## config.mk

```make
export PLATFORM = sky130hd
export DESIGN_NAME = uart_line_status
export DESIGN_NICKNAME = d
export VERILOG_FILES = /design/src/rtl/uls_pkg.sv /design/src/rtl/uls_ctrl.sv /design/src/rtl/uls_dpath.sv /design/src/rtl/uart_line_status.sv
export SDC_FILE = /design/constraint.sdc
export NUM_CORES = 1
export LEC_CHECK = 0
export BUFFER_PORTS_ARGS = -buffer_cell sky130_fd_sc_hd__buf_2
export CAP_MARGIN = 20
export CORE_AREA = 2 2 39 41
export CTS_BUF_LIST = sky130_fd_sc_hd__clkbuf_16
export CTS_CLUSTER_DIAMETER = 150
export DETAILED_ROUTE_END_ITERATION = 16
export DIE_AREA = 0 0 41 43
export GPL_TIMING_DRIVEN = 0
export PLACE_DENSITY_LB_ADDON = 0.08
export SYNTH_ARGS = -nofsm -noshare
export SYNTH_HDL_FRONTEND = slang
export SYNTH_SLANG_ARGS = --single-unit
export TNS_END_PERCENT = 20
```

## constraint.sdc

```tcl
create_clock -name clk -period 1.6 [get_ports clk]
set_input_delay 0.08 -clock clk [delete_from_list [all_inputs] [get_ports clk]]
set_output_delay 0.08 -clock clk [all_outputs]
set_load 0.02 [all_outputs]
```

## src/rtl/uls_pkg.sv

```systemverilog
package uls_pkg;
  // number of sticky error flags (overrun, parity, framing, break)
  localparam int NUM_ERR = 4;
  // index of each error inside the sticky error vector
  localparam int ERR_OVR = 0;
  localparam int ERR_PAR = 1;
  localparam int ERR_FRM = 2;
  localparam int ERR_BRK = 3;

  typedef struct packed {
    logic [NUM_ERR-1:0] setErr;
    logic               clrErr;
    logic               setDr;
    logic               clrDr;
  } ulsStrb_t;
endpackage

```

## src/rtl/uls_ctrl.sv

```systemverilog
module uls_ctrl
  import uls_pkg::*;
(
  input  logic     rxWordStrb,
  input  logic     rxParityErr,
  input  logic     rxFrameErr,
  input  logic     rxBreak,
  input  logic     statusRdStrb,
  input  logic     dataRdStrb,
  input  logic     drNow,
  output ulsStrb_t strb
);
  logic overrunHit;

  // a new word overwrites unread data unless that data is read this cycle
  always_comb begin
    overrunHit = rxWordStrb & drNow & ~dataRdStrb;
  end

  always_comb begin
    strb                 = '0;
    strb.setErr[ERR_OVR] = overrunHit;
    strb.setErr[ERR_PAR] = rxParityErr;
    strb.setErr[ERR_FRM] = rxFrameErr;
    strb.setErr[ERR_BRK] = rxBreak;
    strb.clrErr          = statusRdStrb;
    strb.setDr           = rxWordStrb;
    strb.clrDr           = dataRdStrb;
  end
endmodule

```

## src/rtl/uls_dpath.sv

```systemverilog
module uls_dpath
  import uls_pkg::*;
#(
  parameter int STATUS_W = 16
) (
  input  logic                clk,
  input  logic                rstN,
  input  ulsStrb_t            strb,
  input  logic                txHoldEmpty,
  input  logic                txShiftEmpty,
  output logic                drNow,
  output logic [STATUS_W-1:0] statusWord
);
  localparam int DR_BIT   = 0;
  localparam int ERR_LSB  = DR_BIT + 1;
  localparam int HOLD_BIT = ERR_LSB + NUM_ERR;
  localparam int IDLE_BIT = HOLD_BIT + 1;
  localparam int USED_W   = IDLE_BIT + 1;

  logic               drQ;
  logic [NUM_ERR-1:0] errQ;
  logic               holdQ;
  logic               idleQ;

  // data ready: set beats clear
  always_ff @(posedge clk or negedge rstN) begin
    if (!rstN)            drQ <= 1'b0;
    else if (strb.setDr)  drQ <= 1'b1;
    else if (strb.clrDr)  drQ <= 1'b0;
  end

  // sticky error flags, one register per flag
  for (genvar i = 0; i < NUM_ERR; i++) begin : g_err
    always_ff @(posedge clk or negedge rstN) begin
      if (!rstN) errQ[i] <= 1'b0;
      else       errQ[i] <= strb.setErr[i] | (errQ[i] & ~strb.clrErr);
    end
  end

  // transmit side mirrors
  always_ff @(posedge clk or negedge rstN) begin
    if (!rstN) begin
      holdQ <= 1'b1;
      idleQ <= 1'b1;
    end else begin
      holdQ <= txHoldEmpty;
      idleQ <= txHoldEmpty & txShiftEmpty;
    end
  end

  always_comb begin
    statusWord                       = '0;
    statusWord[DR_BIT]               = drQ;
    statusWord[ERR_LSB +: NUM_ERR]   = errQ;
    statusWord[HOLD_BIT]             = holdQ;
    statusWord[IDLE_BIT]             = idleQ;
  end

  assign drNow = drQ;


  err_sticky_chk: assert property (@(posedge clk) disable iff (!rstN)
    !strb.clrErr |=> ((errQ & $past(errQ)) == $past(errQ)));


  err_clear_chk: assert property (@(posedge clk) disable iff (!rstN)
    strb.clrErr |=> (errQ == $past(strb.setErr)));


  err_setwins_chk: assert property (@(posedge clk) disable iff (!rstN)
    (|strb.setErr) |=> ((errQ & $past(strb.setErr)) == $past(strb.setErr)));


  dr_hold_chk: assert property (@(posedge clk) disable iff (!rstN)
    (drQ && !strb.clrDr) |=> drQ);


  dr_setwins_chk: assert property (@(posedge clk) disable iff (!rstN)
    strb.setDr |=> drQ);


  always_comb begin
    reserved_zero_chk: assert (statusWord[STATUS_W-1:USED_W] == '0);
  end
endmodule

```

## src/rtl/uart_line_status.sv

```systemverilog
module uart_line_status
  import uls_pkg::*;
#(
  parameter int STATUS_W = 16
) (
  input  logic                clk,
  input  logic                rstN,
  input  logic                rxWordStrb,
  input  logic                rxParityErr,
  input  logic                rxFrameErr,
  input  logic                rxBreak,
  input  logic                txHoldEmpty,
  input  logic                txShiftEmpty,
  input  logic                statusRdStrb,
  input  logic                dataRdStrb,
  output logic [STATUS_W-1:0] statusWord
);
  ulsStrb_t strb;
  logic     drNow;

  uls_ctrl u_ctrl (
    .rxWordStrb   (rxWordStrb),
    .rxParityErr  (rxParityErr),
    .rxFrameErr   (rxFrameErr),
    .rxBreak      (rxBreak),
    .statusRdStrb (statusRdStrb),
    .dataRdStrb   (dataRdStrb),
    .drNow        (drNow),
    .strb         (strb)
  );

  uls_dpath #(.STATUS_W(STATUS_W)) u_dpath (
    .clk          (clk),
    .rstN         (rstN),
    .strb         (strb),
    .txHoldEmpty  (txHoldEmpty),
    .txShiftEmpty (txShiftEmpty),
    .drNow        (drNow),
    .statusWord   (statusWord)
  );


  overrun_detect_chk: assert property (@(posedge clk) disable iff (!rstN)
    (rxWordStrb && statusWord[0] && !dataRdStrb) |=> statusWord[1]);


  read_and_load_chk: assert property (@(posedge clk) disable iff (!rstN)
    (rxWordStrb && dataRdStrb && statusWord[0] && !statusWord[1])
      |=> (statusWord[0] && !statusWord[1]));


  hold_track_chk: assert property (@(posedge clk) disable iff (!rstN)
    1'b1 |=> (statusWord[5] == $past(txHoldEmpty)));


  idle_track_chk: assert property (@(posedge clk) disable iff (!rstN)
    1'b1 |=> (statusWord[6] == ($past(txHoldEmpty) && $past(txShiftEmpty))));
endmodule

```

After elaboration in Yosys (flattened, before gate mapping)
Index checks and enable logic that the tools add are counted.
- register bits: 7
- word-level logic and storage cells: 23
- reduce and logical (&&, ||, !) cells: 1
- bitwise logic cells: 13
- mux-type cells: 2
- operators with widths (cell ; count):
    $and A1 B1 Y1 ; 7
    $or A1 B1 Y1 ; 4
    $mux W1 ; 2
    $not A1 Y1 ; 2
    $reduce_bool A2 Y1 ; 1

Depth between registers and ports, before layout
- depth in word-level cells: 3
- gate-level depth with buffers: 2

Hierarchy
A second synthesis with hierarchy kept.
- cells, all modules: 36
- area, all modules: 384.1 µm²
- modules (own cells, without submodules) (module ; area an instance (µm²) ; cells an instance ; times used):
    uls_dpath ; 322.8 ; 28 ; 1
    uls_ctrl ; 61.3 ; 8 ; 1

Worst setup path before layout
Ideal clock, no wire load.
- path kind: register to register
- from: register u_dpath.errQ[2], in the netlist u_dpath.statusWord[3]
- to: register u_dpath.errQ[2], in the netlist u_dpath.statusWord[3]
- arrival time: 0.654 ns
- cell stages (with the launch flop): 2
- data required time: 1.481 ns
- slack: 0.828 ns
- period minus slack after synthesis: 0.772 ns
- cell sequence: dfrtp_1 > a21o_2
- word-level cells in the longest chain between the ends: 2
- ends and longest elaborated chain (item ; RTL line ; source):
    start, declared ; uls_dpath.sv:21 ; logic [NUM_ERR-1:0] errQ;
    start signal, assigned by index ; uls_dpath.sv:36 ; else errQ[i] <= strb.setErr[i] | (errQ[i] & ~strb.clrErr);
    $and A1 B1 Y1 ; uls_dpath.sv:36 ;
    $or A1 B1 Y1 ; uls_dpath.sv:36 ;
No other way between the ends.
A chain may end at the register's enable or synchronous reset.

Worst setup path in the final report
- from: register u_dpath.idleQ
- to: output statusWord[6]
- RTL lines (item ; RTL line ; source):
    start, declared ; uls_dpath.sv:23 ; logic idleQ;
    start signal, assigned ; uls_dpath.sv:47 ; idleQ <= txHoldEmpty & txShiftEmpty;
    end, declared ; uart_line_status.sv:16 ; output logic [STATUS_W-1:0] statusWord
No word-level cell between the ends.

==> flow_metrics.tcl <==
set metrics [dict create \
    synth_top_area_frac 0.380 \
    power_density_nw_per_um2 1260 \
    skew_ps 0.0917 \
    die_w_um 41 \
    final_common_cell "buf_2" \
    fin_tns_setup_ps 0 \
    grt_max_degree 8 \
    ios 26 \
    grt_pass1_vias 242 \
    cts_tree "done" \
    antenna_found_initial 0 \
    use_met2 0.150 \
    clock-sinks 7 \
    syn_area_um2 329 \
    ys_ff_latch 7 \
    path_clk_slew_ps 30 \
    synth_top_cell_by_area "dfrtp_1" \
    clk_latency_ps 230 \
    end_kind "output pin" \
    cts_max_path_buffers 2 \
    wl_um 611 \
    final_nets 69 \
    first_iter_violations 0 \
    ys_types 10 \
    postRouteAntennaNets 0 \
    rsz0062_at_grt "no" \
    arrival_ps 970 \
    cap_viol_max_count 0 \
    setup_viol 0 \
    wire_per_inst_um 8.26 \
    status "complete, no violations" \
    yosysWarnings 0 \
    final_cell_mix "buf_2, buf_4, conb_1" \
    fin_util 0.403 \
    yosys.area_share.simple 0.0190 \
    grt_busiest_layer "met2" \
    grt_util_all_layers 0.0892 \
    cts_root_buf "clkbuf_16" \
    hold_path.class "in2reg" \
    grt_pass1_wl_um 966 \
    timing_hold_violations_final 0 \
    fmax_ghz 0.952 \
    seq_area_frac_synth 0.540 \
    peakVddDrop_mv 0.996 \
    dieArea_um2 1760 \
    crit_path_start_kind "flip-flop" \
    fp.dieH_um 43 \
    layout-drive-gt1-share 0.638 \
    globalRouteMet1Util 0.0629 \
    synth_top_family_by_area "buffers and inverters" \
    post_cts_buffers 0 \
    vias 260 \
    io_buffers 16 \
    cp_max_fo 1 \
    syn_to_final_growth_pct 69.6 \
    fin_ws_ps 550 \
    n_antenna_cell 0 \
    firstDrtPassIters 1 \
    synth_fa_ha_area_frac 0 \
    netlist_top_cells_area "dfrtp_1, buf_4, dfstp_2, a21o_2, a32o_1" \
    p_leak_nw 0.317 \
    pre_cts_ws_ps 780 \
    overflow 0 \
    globalplace.congestion 0.520 \
    syn_avg_cell_area_um2 11.8 \
    htreeDepth 1 \
    criticalPathCategory "reg2out" \
    cts_buffers 3 \
    synthMuxAreaShare 0 \
    synth_compound_area_frac 0.133 \
    min_period_ps 1050 \
    num_rows 14 \
    grt_util_met3 0.0471 \
    core_um2 1380 \
    viasPerCell 3.51 \
    drc 0 \
    slew_viol_final 0 \
    synthXorXnorAreaFrac 0 \
    start_util 0.238 \
    period_share 0.656 \
    syn_inst 28 \
    worst_ep_required_time_ps 1520 \
]
## power breakdown
part | switching, mW | internal (mW) | total [mW]
Sequential | 0.00556 | 0.192 | 0.197
Combinational | 0.0537 | 0.0465 | 0.100
Clock | 0.0816 | 0.324 | 0.405
Total | 0.141 | 0.562 | 0.703
## registers in the layout (all words and copies together) (netlist names)
register	cells
u_dpath.drNow	1
u_dpath.holdQ	1
u_dpath.idleQ	1
u_dpath.statusWord	4
## stage by stage
step           hold slack (ps)  instance area [µm²]  power [mW]  cells
6_report                  35.1                  558       0.703     74
5_1_grt                   38.0                  558       0.736     74
4_1_cts                   33.4                  558       0.713     74
3_5_place_dp             -78.8                  459       0.297     68
3_3_place_gp             -86.9                  459       0.293     68
2_1_floorplan             -216                  359       0.267     36
## final timing paths
path / from / to / slack, ps / cells after the start
worst max-delay path: u_dpath.idleQ / statusWord[6] / 550 / 2
worst min-delay path: rxParityErr / u_dpath.statusWord[2] / 40 / 2
worst max register to register: u_dpath.drNow / u_dpath.statusWord[1] / 840 / 1
worst min register to register: u_dpath.statusWord[2] / u_dpath.statusWord[2] / 480 / 1
max in group asynchronous: rstN / u_dpath.idleQ / 1160 / 2
min in group asynchronous: rstN / u_dpath.statusWord[1] / 220 / 2
## area by class of cell
cell class | instances | area (µm²)
fill | 158 | 826
sequential | 7 | 178
timing repair buffer | 18 | 100
buffer | 12 | 90.1
multi-input combinational | 15 | 83.8
clock buffer | 3 | 75.1
tap | 16 | 20.0
inverter | 2 | 7.51
clock inverter | 1 | 3.75
## routing by layer
metal,vias up,share of wire,wire length [µm]
met5,-,0,0
met4,0,0.016,10
met3,2,0.095,58
met2,13,0.57,349
met1,119,0.32,193
li1,126,-,-
## critical path, cell delays in order, from the launching register on
cell     delay (ps)
dfstp_2         510
buf_4            90
buf_2           140
## cell families (layout without fill, tap and decap cells)
kind of cell,after synthesis,in the layout
AOI/OAI and AO/OA,5,5
buffers and inverters,14,36
DFF,7,7
other,1,9
and+or+nand+nor,1,1
## synth_stat cells, drive strengths merged
| master | instances |
|---|---|
| a21o | 4 |
| a32o | 1 |
| and2 | 1 |
| buf | 12 |
| conb | 1 |
| dfrtp | 5 |
| dfstp | 2 |
| inv | 2 |
## what timing repair did
action,4_1_cts,5_1_grt
endpoints found under the hold margin,8,0
hold buffers,2,0
endpoints found under the setup margin,0,0
resized for setup,0,0
Power figures use the tool's default switching activity.
